`config.mk`:
```
export PLATFORM = sky130hd
export DESIGN_NAME = dds_phase_core
export DESIGN_NICKNAME = d
export VERILOG_FILES = /design/src/rtl/dds_pkg.sv /design/src/rtl/dds_sync_edge.sv /design/src/rtl/dds_delay_line.sv /design/src/rtl/dds_accum.sv /design/src/rtl/dds_phase_core.sv
export SDC_FILE = /design/constraint.sdc
export NUM_CORES = 1
export LEC_CHECK = 0
export BUFFER_PORTS_ARGS = -buffer_cell sky130_fd_sc_hd__buf_2
export CAP_MARGIN = 20
export CORE_ASPECT_RATIO = 0.9
export CORE_MARGIN = 5
export CORE_UTILIZATION = 50
export DETAILED_ROUTE_END_ITERATION = 16
export GPL_ROUTABILITY_DRIVEN = 0
export PLACE_DENSITY = 0.66
export RECOVER_POWER = 100
export SLEW_MARGIN = 10
export SYNTH_ARGS = -nofsm -noshare
export SYNTH_HDL_FRONTEND = slang
export SYNTH_SLANG_ARGS = --single-unit
```
`constraint.sdc`:
```
create_clock -name clk -period 2.8 [get_ports clk]
set_clock_uncertainty 0.05 [all_clocks]
set_input_delay 0.28 -clock clk [delete_from_list [all_inputs] [get_ports clk]]
set_output_delay 0.28 -clock clk [all_outputs]
set_load 0.05 [all_outputs]
```
`src/rtl/dds_pkg.sv`:
```
`timescale 1ns/1ps
package dds_pkg;
    localparam int ACC_W_DEF  = 32;
    localparam int OFF_W_DEF  = 5;
    localparam int OUT_W_DEF  = 14;
    localparam int FREQ_LAT_DEF  = 18;
    localparam int PHASE_LAT_DEF = 13;

    // edges from the event edge until the control values are captured
    localparam int CAPTURE_EDGES = 2;

    typedef struct packed {
        logic meta;
        logic stable;
        logic prev;
    } sync_state_t;
endpackage

```
`src/rtl/dds_sync_edge.sv`:
```
`timescale 1ns/1ps
module dds_sync_edge
    import dds_pkg::*;
(
    input  logic clk,
    input  logic rst_n,
    input  logic async_in,
    output logic rise_pulse
);
    sync_state_t st_d, st_q;

    always_comb begin
        st_d        = st_q;
        st_d.meta   = async_in;
        st_d.stable = st_q.meta;
        st_d.prev   = st_q.stable;
    end

    always_ff @(posedge clk or negedge rst_n) begin
        if (!rst_n) st_q <= '0;
        else        st_q <= st_d;
    end

    assign rise_pulse = st_q.stable & ~st_q.prev;


    single_pulse_chk: assert property (@(posedge clk) disable iff (!rst_n)
        rise_pulse |=> !rise_pulse);
endmodule

```
`src/rtl/dds_delay_line.sv`:
```
`timescale 1ns/1ps
module dds_delay_line #(
    parameter int WIDTH = 32,
    parameter int DEPTH = 14
) (
    input  logic             clk,
    input  logic             rst_n,
    input  logic             in_valid,
    input  logic [WIDTH-1:0] in_data,
    output logic             out_valid,
    output logic [WIDTH-1:0] out_data
);
    typedef struct packed {
        logic             valid;
        logic [WIDTH-1:0] data;
    } stage_t;

    stage_t [DEPTH-1:0] line_d, line_q;

    always_comb begin
        line_d          = line_q;
        line_d[0].valid = in_valid;
        line_d[0].data  = in_valid ? in_data : line_q[0].data;
        for (int i = 1; i < DEPTH; i++) begin
            line_d[i] = line_q[i-1];
        end
    end

    always_ff @(posedge clk or negedge rst_n) begin
        if (!rst_n) line_q <= '0;
        else        line_q <= line_d;
    end

    assign out_valid = line_q[DEPTH-1].valid;
    assign out_data  = line_q[DEPTH-1].data;

    generate
        for (genvar g = 0; g + 1 < DEPTH; g++) begin : g_adv

            stage_adv_chk: assert property (@(posedge clk) disable iff (!rst_n)
                line_q[g].valid |=> (line_q[g+1].valid && line_q[g+1].data == $past(line_q[g].data)));
        end
    endgenerate
endmodule

```
`src/rtl/dds_accum.sv`:
```
`timescale 1ns/1ps
module dds_accum #(
    parameter int ACC_W = 32,
    parameter int OFF_W = 5,
    parameter int OUT_W = 14
) (
    input  logic             clk,
    input  logic             rst_n,
    input  logic             pwr_down,
    input  logic             ftw_ld_valid,
    input  logic [ACC_W-1:0] ftw_ld_data,
    input  logic             pow_ld_valid,
    input  logic [OFF_W-1:0] pow_ld_data,
    output logic [OUT_W-1:0] phase_out
);
    localparam int PAD_W = ACC_W - OFF_W;

    typedef struct packed {
        logic [ACC_W-1:0] acc;
        logic [ACC_W-1:0] ftw_act;
        logic [OFF_W-1:0] pow_act;
        logic [OUT_W-1:0] phase;
    } acc_state_t;

    acc_state_t       s_d, s_q;
    logic [ACC_W-1:0] phase_sum;

    always_comb begin
        s_d       = s_q;
        phase_sum = s_q.acc + {s_q.pow_act, {PAD_W{1'b0}}};
        if (!pwr_down) s_d.acc = s_q.acc + s_q.ftw_act;
        s_d.phase = pwr_down ? '0 : phase_sum[ACC_W-1 -: OUT_W];
        if (ftw_ld_valid) s_d.ftw_act = ftw_ld_data;
        if (pow_ld_valid) s_d.pow_act = pow_ld_data;
    end

    always_ff @(posedge clk or negedge rst_n) begin
        if (!rst_n) s_q <= '0;
        else        s_q <= s_d;
    end

    assign phase_out = s_q.phase;


    pd_hold_chk: assert property (@(posedge clk) disable iff (!rst_n)
        pwr_down |=> $stable(s_q.acc));

    pd_zero_chk: assert property (@(posedge clk) disable iff (!rst_n)
        pwr_down |=> (phase_out == '0));

    ftw_keep_chk: assert property (@(posedge clk) disable iff (!rst_n)
        !ftw_ld_valid |=> $stable(s_q.ftw_act));

    pow_keep_chk: assert property (@(posedge clk) disable iff (!rst_n)
        !pow_ld_valid |=> $stable(s_q.pow_act));

    acc_step_chk: assert property (@(posedge clk) disable iff (!rst_n)
        !pwr_down |=> (s_q.acc == $past(s_q.acc) + $past(s_q.ftw_act)));
endmodule

```
`src/rtl/dds_phase_core.sv`:
```
`timescale 1ns/1ps
module dds_phase_core
    import dds_pkg::*;
#(
    parameter int ACC_W     = ACC_W_DEF,
    parameter int OFF_W     = OFF_W_DEF,
    parameter int OUT_W     = OUT_W_DEF,
    parameter int FREQ_LAT  = FREQ_LAT_DEF,
    parameter int PHASE_LAT = PHASE_LAT_DEF
) (
    input  logic             clk,
    input  logic             rst_n,
    input  logic             upd_async,
    input  logic [ACC_W-1:0] tune_word_in,
    input  logic [OFF_W-1:0] phase_off_in,
    input  logic             pwr_down,
    output logic [OUT_W-1:0] phase_out
);
    // A tuning word also passes through its active register and the accumulator.
    // An offset passes only through its active register before the output register.
    localparam int FREQ_DEPTH  = FREQ_LAT  - CAPTURE_EDGES - 2;
    localparam int PHASE_DEPTH = PHASE_LAT - CAPTURE_EDGES - 1;

    logic             upd_pulse;
    logic             ftw_valid, pow_valid;
    logic [ACC_W-1:0] ftw_data;
    logic [OFF_W-1:0] pow_data;

    dds_sync_edge sync_i (
        .clk        (clk),
        .rst_n      (rst_n),
        .async_in   (upd_async),
        .rise_pulse (upd_pulse)
    );

    dds_delay_line #(.WIDTH(ACC_W), .DEPTH(FREQ_DEPTH)) freq_line_i (
        .clk       (clk),
        .rst_n     (rst_n),
        .in_valid  (upd_pulse),
        .in_data   (tune_word_in),
        .out_valid (ftw_valid),
        .out_data  (ftw_data)
    );

    dds_delay_line #(.WIDTH(OFF_W), .DEPTH(PHASE_DEPTH)) phase_line_i (
        .clk       (clk),
        .rst_n     (rst_n),
        .in_valid  (upd_pulse),
        .in_data   (phase_off_in),
        .out_valid (pow_valid),
        .out_data  (pow_data)
    );

    dds_accum #(.ACC_W(ACC_W), .OFF_W(OFF_W), .OUT_W(OUT_W)) accum_i (
        .clk          (clk),
        .rst_n        (rst_n),
        .pwr_down     (pwr_down),
        .ftw_ld_valid (ftw_valid),
        .ftw_ld_data  (ftw_data),
        .pow_ld_valid (pow_valid),
        .pow_ld_data  (pow_data),
        .phase_out    (phase_out)
    );


    reset_zero_chk: assert property (@(posedge clk) disable iff (!rst_n)
        $rose(rst_n) |-> (phase_out == '0));
endmodule

```
**After elaboration in Yosys (flattened, before gate mapping)**

Index checks and enable logic that the tools add are counted.

- Word-level logic and storage cells: 50
- Input bits: 41
- Output and inout bits: 14
- Register bits after elaboration: 598

- Mux-type cells: 1
- $add $sub $neg: 2
- Bitwise logic cells: 2

Operators with widths:

| cell | count |
|---|---|
| adder 32 bit | 2 |
| two-way mux 14 bit | 1 |
| AND 1 bit | 1 |
| inverter 1 bit | 1 |

**Logic depth before layout (Yosys ltp)**

Gate-level depths: netlist (run 1).

- Depth in word-level cells: 2
- Mapped depth: 9
- Gate-level depth less buffers: 9

**Hierarchy**

From an unflattened synthesis (run 1), not the netlist that was laid out.

- Cell total of the unflattened synthesis: 1029
- Area, all modules: 18600.3 um2

Modules (own cells, without submodules):

| module | instances | area an instance (um2) | cells an instance | sequential area each (um2) |
|---|---|---|---|---|
| dds_delay_line (freq_line_i) | 1 | 12105.4 | 498 | 11561.1 |
| dds_accum | 1 | 4848.4 | 462 | 2077.0 |
| dds_delay_line (phase_line_i) | 1 | 1557.7 | 65 | 1501.4 |
| dds_sync_edge | 1 | 88.8 | 4 | 75.1 |

**Least setup slack after synthesis (run 1)**

OpenSTA, ideal clock, no wires.

- Path kind: flip-flop to flip-flop
- Start: register accum_i.s_q[51] (netlist name)
- End: register accum_i.s_q[67] (netlist name)
- Buffers on the path: 0
- Arrival time: 2431 ps
- Period minus slack after synthesis: 2567 ps
- Path slack: 233 ps
- Required time: 2664 ps
- Stages on the path, launching flop included: 10
- Setup time: 86 ps
- Cells stage by stage: dfrtp_1 -> ha_1 -> fa_1 -> a21oi_1 -> o221ai_2 -> a31oi_4 -> o21bai_1 -> a21oi_1 -> mux2_2 -> nor3_1

- Word-level cells in the longest chain between the ends: 1

Ends and longest elaborated chain:

| element | RTL line | text |
|---|---|---|
| start, declared | dds_accum.sv:25 | `acc_state_t s_d, s_q;` |
| start signal, assigned | dds_accum.sv:38 | `if (!rst_n) s_q <= '0;` |
| start signal, assigned | dds_accum.sv:39 | `else s_q <= s_d;` |
| adder 32 bit | dds_accum.sv:31 | `if (!pwr_down) s_d.acc = s_q.acc + s_q.ftw_act;` |

No other way between the ends.
A chain may end at the register's enable or synchronous reset.

**Worst setup path after layout (run 1)**

- Start: register accum_i.s_q[51] (netlist name)
- End: register accum_i.s_q[73] (netlist name)

Same word-level chain as after synthesis.

==> qor.tcl, run 1 <==
set qor(clk_pin_slew_worst_paths_ns) 0.06
set qor(ys_seq_elements) 598
set qor(yosys_warnings) 0
set qor(ctsLongestPathBuffers) 3
set qor(antenna_cells_inserted) 0
set qor(endpoint_kind) {flop}
set qor(totalWireLength_um) 25400
set qor(synth_fp_nets) 1122
set qor(cts_inserted_buffers) 53
set qor(worst_setup_path_start_kind) {flop}
set qor(power.ir.vdd_worst_mv) 0.523
set qor(post-route-period-util_pct) 95.0
set qor(power_leakage_nw) 9.71
set qor(port_buffers) 54
set qor(avgSynthCellArea_um2) 17.6
set qor(critPathMaxFanout) 5
set qor(area_growth_pct) 16.1
set qor(drive_gt1_share_pct) 19.6
set qor(tritoncts_clock_tree) {yes}
set qor(setup-violations-final) 0
set qor(cap_viol_max_count) 2
set qor(globalRouteTotalUtil_pct) 13.5
set qor(final.setup.tns_ns) 0
set qor(chipWidth_um) 212
set qor(post-route-util_pct) 58.9
set qor(start_util_pct) 50.7
set qor(netlist_area_mm2) 0.0184
set qor(drt_iter0_markers) 415
set qor(wire_length_of_the_first_global_routing_pass_um) 45300
set qor(core-area_mm2) 0.0363
set qor(vias_per_cell) 4.82
set qor(violations) {max-capacitance violations, max-slew violations}
set qor(grt_max_degree) 90
set qor(shortest_clock_period_the_worst_path_allows_after_layout_ns) 2.66
set qor(report.final.slew_viol_count) 111
set qor(first_global_vias) 9002
set qor(drc) 0
set qor(cts_htree_levels) 2
set qor(hp-class) {reg2reg}
set qor(synth-seq-area-share_pct) 81.4
set qor(fmax_mhz) 376
set qor(row_count) 66
set qor(cts.sinks) 598
set qor(slew-limit-headroom_pct) -25.0
set qor(dp_hpwl_um) 13900
set qor(synth_ff_type) {sky130_fd_sc_hd__dfrtp_1}
set qor(cp.required_ns) 3.16
set qor(final_nets) 1255
set qor(antenna_found_initial) 0
set qor(clk_root_buffer_cell) {sky130_fd_sc_hd__clkbuf_16}
set qor(power-per-cell-area_mw_per_mm2) 1030
set qor(worst-setup-path-type) {reg2reg}
set qor(grt.overflow.total) 0
set qor(route.vias.total) 8150
set qor(first_pass_iteration_count_of_the_detailed_router) 4
set qor(die_h_um) 192
set qor(synth-edff-count) 0
set qor(syn-instance-count) 1044
set qor(timing.final.hold_violations) 0
set qor(yosysUniqueCellTypes) 66
set qor(insertion_delay_ns) 0.56
set qor(floorplan.io_pins) 55
set qor(final_antenna_net_count) 0
set qor(status) {complete, but fails checks}
set qor(worstMarginPinSlew_ns) 1.88
set qor(wire_per_inst_um) 15.1
set qor(worstPathArrival_ns) 3.02
set qor(die_outline_area_mm2) 0.0407
set qor(asyncSetResetFlopFracSynth_pct) 100
set qor(cts.repair_timing.setup_buffer_count) 0
==> layout make-up <==
type / instances / area, µm²
Clock buffer: 74 / 1540
Clock inverter: 18 / 204
Fill cell: 2624 / 14900
Inverter: 11 / 41.3
Multi-Input combinational cell: 397 / 3190
Sequential cell: 598 / 15000
Tap cell: 476 / 596
Timing Repair Buffer: 116 / 820
==> synthesized netlist by cell type (2+ instances only) <==
master                     instances  area, µm²
sky130_fd_sc_hd__a211o_1           2       17.5
sky130_fd_sc_hd__a211oi_2          2       25.0
sky130_fd_sc_hd__a21boi_0          2       15.0
sky130_fd_sc_hd__a21o_1           23        173
sky130_fd_sc_hd__a21oi_1          32        160
sky130_fd_sc_hd__a21oi_2           2       17.5
sky130_fd_sc_hd__a311oi_1          3       26.3
sky130_fd_sc_hd__a31oi_1           3       18.8
sky130_fd_sc_hd__and2_1            7       43.8
sky130_fd_sc_hd__and3_1            5       31.3
sky130_fd_sc_hd__buf_1             6       22.5
sky130_fd_sc_hd__buf_4            14        105
sky130_fd_sc_hd__clkbuf_1         17       63.8
sky130_fd_sc_hd__dfrtp_1         598      15000
sky130_fd_sc_hd__fa_1              2       40.0
sky130_fd_sc_hd__ha_1             35        438
sky130_fd_sc_hd__inv_1            11       41.3
sky130_fd_sc_hd__mux2_2           77        867
sky130_fd_sc_hd__nand2_1          40        150
sky130_fd_sc_hd__nand2b_1          4       25.0
sky130_fd_sc_hd__nand3_1          12       60.1
sky130_fd_sc_hd__nand3b_1          2       15.0
sky130_fd_sc_hd__nand4_1           2       12.5
sky130_fd_sc_hd__nor2_1           17       63.8
sky130_fd_sc_hd__nor2b_1          17        106
sky130_fd_sc_hd__nor3_1            4       20.0
sky130_fd_sc_hd__nor3b_1           5       37.5
sky130_fd_sc_hd__nor4b_1           2       17.5
sky130_fd_sc_hd__o211ai_1          5       37.5
sky130_fd_sc_hd__o21ai_0          28        140
sky130_fd_sc_hd__o21ai_1           3       15.0
sky130_fd_sc_hd__o21bai_1          3       22.5
sky130_fd_sc_hd__o22ai_1           2       12.5
sky130_fd_sc_hd__o31ai_1           4       30.0
sky130_fd_sc_hd__xnor2_1          14        123
sky130_fd_sc_hd__xor2_1            9       78.8
==> critical path: stages, from the launching register on <==
cell                       delay (ns)
sky130_fd_sc_hd__dfrtp_1         0.39
sky130_fd_sc_hd__ha_1            0.26
sky130_fd_sc_hd__fa_2            0.39
sky130_fd_sc_hd__a21oi_2         0.21
sky130_fd_sc_hd__o221ai_2        0.19
sky130_fd_sc_hd__a31oi_4         0.21
sky130_fd_sc_hd__buf_4           0.17
sky130_fd_sc_hd__o21a_4          0.16
sky130_fd_sc_hd__o21ai_4         0.09
sky130_fd_sc_hd__a311oi_2        0.30
sky130_fd_sc_hd__o31ai_1         0.09
==> metrics by stage <==
step           power, W  area [µm²]  std cells  setup slack, ns  hold slack [ns]
6_report         0.0220       21300       1690            0.139            0.291
5_1_grt          0.0233       21300       1690         -0.00900            0.293
4_1_cts          0.0223       21500       1690           0.0604            0.176
3_5_place_dp     0.0150       19400       1559           0.0917            0.248
3_3_place_gp     0.0148       19400       1559            0.165            0.243
2_1_floorplan    0.0140       18400       1044            0.233          -0.0656
==> cells in the final DEF (no fill, tap or decap), types with 4 or more instances in the layout <==
| cell type | synthesis | final |
|---|---|---|
| sky130_fd_sc_hd__clkinv_2 | 0 | 10 |
| sky130_fd_sc_hd__a21o_1 | 23 | 23 |
| sky130_fd_sc_hd__clkbuf_8 | 0 | 11 |
| sky130_fd_sc_hd__inv_1 | 11 | 11 |
| sky130_fd_sc_hd__nand2_1 | 40 | 40 |
| sky130_fd_sc_hd__and2_1 | 7 | 6 |
| sky130_fd_sc_hd__clkbuf_16 | 0 | 54 |
| sky130_fd_sc_hd__clkbuf_2 | 0 | 6 |
| sky130_fd_sc_hd__nor2_1 | 17 | 17 |
| sky130_fd_sc_hd__buf_2 | 1 | 40 |
| sky130_fd_sc_hd__nor3_1 | 4 | 4 |
| sky130_fd_sc_hd__a21oi_1 | 32 | 31 |
| sky130_fd_sc_hd__o21ai_0 | 28 | 28 |
| sky130_fd_sc_hd__nor3b_1 | 5 | 5 |
| sky130_fd_sc_hd__o31ai_1 | 4 | 4 |
| sky130_fd_sc_hd__clkbuf_1 | 17 | 30 |
| sky130_fd_sc_hd__clkbuf_4 | 0 | 4 |
| sky130_fd_sc_hd__mux2_2 | 77 | 77 |
| sky130_fd_sc_hd__dfrtp_1 | 598 | 598 |
| sky130_fd_sc_hd__nor2b_1 | 17 | 17 |
| sky130_fd_sc_hd__xor2_1 | 9 | 9 |
| sky130_fd_sc_hd__o211ai_1 | 5 | 6 |
| sky130_fd_sc_hd__nand2b_1 | 4 | 4 |
| sky130_fd_sc_hd__and3_1 | 5 | 5 |
| sky130_fd_sc_hd__dlygate4sd3_1 | 0 | 39 |
| sky130_fd_sc_hd__nand3_1 | 12 | 12 |
| sky130_fd_sc_hd__ha_1 | 35 | 35 |
| sky130_fd_sc_hd__xnor2_1 | 14 | 14 |
==> power breakdown <==
| part | switching [W] | internal, W |
|---|---|---|
| sequential | 0.000621 | 0.0101 |
| clock | 0.00296 | 0.00411 |
| combinational | 0.00241 | 0.00176 |
==> registers in the layout, summed over array words and instances, names as in the netlist <==
signal,flops
phase_line_i.out_data,5
sync_i.st_d,2
freq_line_i.out_valid,1
freq_line_i.out_data,32
freq_line_i.line_d,419
sync_i.st_q,1
accum_i.s_q,69
phase_line_i.line_d,54
phase_line_i.out_valid,1
accum_i.phase_out,14
==> what timing repair did <==
action / CTS / global route
setup endpoints to repair: 0 / 4
resized for setup: 0 / 5
hold endpoints to repair: 100 / 0
hold buffers: 39 / 0
==> worst paths after layout <==
| kind | start | end | slack [ns] | cells past startpoint |
|---|---|---|---|---|
| max | accum_i.s_q[51]$_DFFE_PN0N_ | accum_i.s_q[73]$_DFFE_PN0N_ | 0.14 | 10 |
| min | freq_line_i.line_d[459]$_DFF_PN0_ | freq_line_i.out_data[30]$_DFF_PN0_ | 0.29 | 0 |
| max reg2reg | accum_i.s_q[51]$_DFFE_PN0N_ | accum_i.s_q[73]$_DFFE_PN0N_ | 0.14 | 10 |
| min reg2reg | freq_line_i.line_d[459]$_DFF_PN0_ | freq_line_i.out_data[30]$_DFF_PN0_ | 0.29 | 0 |
| max in group asynchronous | rst_n | freq_line_i.line_d[312]$_DFF_PN0_ | 0.55 | 3 |
| min in group asynchronous | rst_n | freq_line_i.line_d[64]$_DFFE_PN0P_ | 0.69 | 2 |
==> routing by layer <==
layer  vias up  global-route usage [%]  share of wire (%)
li1       3772                       -                  -
met5         -                       0                  0
met4         0                    4.06                2.1
met3        48                    2.81                4.0
met1      4205                    18.4                 43
met2       125                    22.4                 51
==> kinds of logic (layout without fill, tap and decap cells) <==
logic type	Yosys count	in the layout	share of synthesized area (%)
buf+inv	49	219	1.29
xor+xnor	23	23	1.10
mux	78	78	4.77
simple gates	126	126	3.62
compound gates	133	133	5.21
flops	598	598	81.4
fa+ha+maj	37	37	2.60
(Power assumes the default switching activity.)
==> inputs of run 2 (changes only) <==
CORE_MARGIN = default   (was 5)
==> run 2 against run 1 <==
Net effect:
- the flow now finishes without violations
- wire length shrank 0.69%
- combinational power is essentially flat
- via count grew 0.98%
- core utilization grew 0.64 points
- critical path depth shrank 1
- register-to-register slack lost 0.02 ns
- die area shrank 7.8%
- setup slack lost 0.024 ns
- design area grew 0.85%
- clock-buffer cell count shrank 1
- maximum frequency shrank 0.88%
==> qor.tcl, run 2 (synthesized netlist as in run 1, its figures left out) <==
set qor(timing.critical_path.cells) {ha_1 > fa_1 > a21oi_2 > o221ai_2 > a31oi_4 > o21bai_1 > a21oi_2 > mux2_2 > nor3_1} ;# was ha_1 > fa_2 > a21oi_2 > o221ai_2 > a31oi_4 > buf_4 > o21a_4 > o21ai_4 > a311oi_2 > o31ai_1
set qor(drive_gt1_share_pct) 19.7 ;# was 19.6%
set qor(port_buffers) 54 ;# unchanged
set qor(fin_hold_ws_ns) 0.225 ;# was 0.291 ns
set qor(sequentialPowerShare_pct) 47.4 ;# was 48.9%
set qor(area_growth_pct) 17.1 ;# was 16.1%
set qor(cts.repair_timing.setup_buffer_count) 0 ;# unchanged
set qor(antenna_cells_inserted) 0 ;# unchanged
set qor(insertion_delay_ns) 0.59 ;# was 0.56 ns
set qor(vias_per_cell) 4.86 ;# was 4.82
set qor(clock_power_share_pct) 34.4 ;# was 32.1%
set qor(reg2reg_from) {accum_i.s_q[51]$_DFFE_PN0N_} ;# unchanged
set qor(final_antenna_net_count) 0 ;# unchanged
set qor(cts_htree_levels) 2 ;# unchanged
set qor(worst-setup-path-type) {reg2reg} ;# unchanged
set qor(shortest_clock_period_the_worst_path_allows_after_layout_ns) 2.68 ;# was 2.66 ns
set qor(combinationalPowerShare_pct) 18.2 ;# was 18.9%
set qor(drt_iter0_markers) 307 ;# was 415
set qor(antenna_found_initial) 0 ;# unchanged
set qor(core-area_mm2) 0.0362 ;# was 0.0363 mm²
set qor(post-route-util_pct) 59.5 ;# was 58.9%
set qor(chipWidth_um) 204 ;# was 212 µm
set qor(final_cell_count_no_fill) 1692 ;# was 1,690
set qor(power-per-cell-area_mw_per_mm2) 1060 ;# was 1030 mW/mm²
set qor(grt.overflow.total) 0 ;# unchanged
set qor(ctsLongestPathBuffers) 3 ;# unchanged
set qor(worst_setup_path_startpoint) {accum_i.s_q[51]$_DFFE_PN0N_} ;# unchanged
set qor(cts.sinks) 598 ;# unchanged
set qor(die_h_um) 184 ;# was 192 µm
set qor(post-place-cells) 1554 ;# was 1,559
set qor(cpLargestDelayFamily) {compound AO/OA/AOI/OAI gates} ;# unchanged
set qor(critical_path_top_delay_cell) {sky130_fd_sc_hd__fa_1} ;# was sky130_fd_sc_hd__dfrtp_1
set qor(power.ir.vdd_worst_mv) 0.627 ;# was 0.523 mV
set qor(hp-start) {pwr_down} ;# was freq_line_i.line_d[459]$_DFF_PN0_
set qor(globalRouteTotalUtil_pct) 14.7 ;# was 13.5%
set qor(clk_root_buffer_cell) {sky130_fd_sc_hd__clkbuf_16} ;# unchanged
set qor(row_count) 66 ;# unchanged
set qor(hp-class) {in2reg} ;# was reg2reg
set qor(place_ws_ns) 0.0366 ;# was 0.0917 ns
set qor(totalWireLength_um) 25300 ;# was 25,400 µm
set qor(cts_inserted_buffers) 55 ;# was 53
set qor(route.vias.total) 8230 ;# was 8,150
set qor(status) {complete, no violations} ;# was complete, but fails checks
set qor(filler_cell_count) 2618 ;# was 2,624
set qor(die_outline_area_mm2) 0.0375 ;# was 0.0407 mm²
set qor(critPathMaxFanout) 3 ;# was 5
set qor(power.switching_fraction_pct) 27.0 ;# was 27.3%
set qor(fmax_mhz) 372 ;# was 376 MHz
set qor(cp.required_ns) 3.22 ;# was 3.16 ns
set qor(tritoncts_clock_tree) {yes} ;# unchanged
set qor(cap_viol_max_count) 0 ;# was 2
set qor(post-route-period-util_pct) 95.9 ;# was 95.0%
set qor(drc) 0 ;# unchanged
set qor(worst_setup_path_start_kind) {flop} ;# unchanged
set qor(wire_length_of_the_first_global_routing_pass_um) 43700 ;# was 45,300 µm
set qor(clk_pin_slew_worst_paths_ns) 0.06 ;# about the same
set qor(endpoint_kind) {flop} ;# unchanged
set qor(final_cell_mix) {sky130_fd_sc_hd__dfrtp_1, sky130_fd_sc_hd__mux2_2, sky130_fd_sc_hd__clkbuf_16} ;# unchanged
set qor(timing.final.hold_violations) 0 ;# unchanged
set qor(final_nets) 1252 ;# was 1,255
set qor(power_leakage_nw) 9.77 ;# was 9.71 nW
set qor(layout_commonest_cell) {sky130_fd_sc_hd__dfrtp_1} ;# unchanged
set qor(worst-path-buf-inv) 0 ;# was 1
set qor(first_global_vias) 8848 ;# was 9,002
set qor(start_util_pct) 50.8 ;# was 50.7%
set qor(report.final.slew_viol_count) 0 ;# was 111
set qor(largest_register_ffs) 419 ;# unchanged
set qor(critPathMaxStageDelay_ns) 0.45 ;# was 0.39 ns
set qor(worstMarginPinSlew_ns) 1.48 ;# was 1.88 ns
set qor(floorplan.io_pins) 55 ;# unchanged
set qor(wire_per_inst_um) 14.9 ;# was 15.1 µm
set qor(first_pass_iteration_count_of_the_detailed_router) 5 ;# was 4
set qor(setup-violations-final) 0 ;# unchanged
set qor(dp_hpwl_um) 13600 ;# was 13,900 µm
set qor(grt_max_degree) 86 ;# was 90
set qor(worstPathArrival_ns) 3.11 ;# was 3.02 ns
set qor(cell_internal_power_w) 0.0166 ;# was 0.0160 W
set qor(power_switching_w) 0.00614 ;# was 0.00600 W
set qor(cp_common_cell) {sky130_fd_sc_hd__a21oi_2}
set qor(fin_ws_ns) 0.115 ;# was 0.139 ns
set qor(slew-limit-headroom_pct) 1.33 ;# was -25.0%
==> run 2: final cells by class <==
type,count,area [µm²],area share (%)
Clock buffer,73,1530,7.13
Clock inverter,26,429,1.99
Inverter,11,41.3,0.192
Multi-Input combinational cell,397,3180,14.8
Sequential cell,598,15000,69.5
Tap cell,476,596,2.77
Timing Repair Buffer,111,781,3.63
==> run 2: power by group through the flow <==
stage          registers, W  clock network, W  logic [W]
3_5_place_dp         0.0109                 0    0.00409
5_1_grt              0.0109           0.00842    0.00464
4_1_cts              0.0108           0.00807    0.00419
6_report             0.0108           0.00782    0.00414
3_3_place_gp         0.0108                 0    0.00398
2_1_floorplan        0.0106                 0    0.00332
==> run 2: path summary, 6_finish.rpt <==
path / endpoint / slack (ns) / cells past startpoint
max: accum_i.s_q[67]$_DFFE_PN0N_ / 0.12 / 9
min: accum_i.phase_out[10]$_DFF_PN0_ / 0.23 / 2
max reg2reg: accum_i.s_q[67]$_DFFE_PN0N_ / 0.12 / 9
min reg2reg: freq_line_i.out_data[2]$_DFF_PN0_ / 0.29 / 0
max in group asynchronous: accum_i.s_q[41]$_DFFE_PN0P_ / 0.49 / 3
min in group asynchronous: freq_line_i.line_d[42]$_DFFE_PN0P_ / 0.53 / 2
==> run 2: timing repair <==
action,in CTS,in global routing
endpoints found under the setup margin,1,2
resized for setup,1,2
hold buffers,39,0
pin swaps,0,1
hold endpoints to repair,132,0
==> run 2: metrics by stage <==
stage	instance area (µm²)	total power (W)	TNS, ns
after floorplan	18400	0.0140	0
after global placement	19300	0.0148	0
after detailed placement	19300	0.0150	0
after CTS	21600	0.0231	0
after global routing	21500	0.0240	-0.0128
final	21500	0.0227	0
==> run 2: metal layers <==
metal | share of wire (%) | up-vias | GRT usage, % | routed length (µm)
met5 | 0 | - | 0 | 0
met4 | 3.3 | 0 | 6.18 | 841
met3 | 4.1 | 64 | 2.87 | 1030
met2 | 50 | 165 | 24.1 | 12500
met1 | 43 | 4219 | 19.3 | 10900
li1 | - | 3782 | - | -
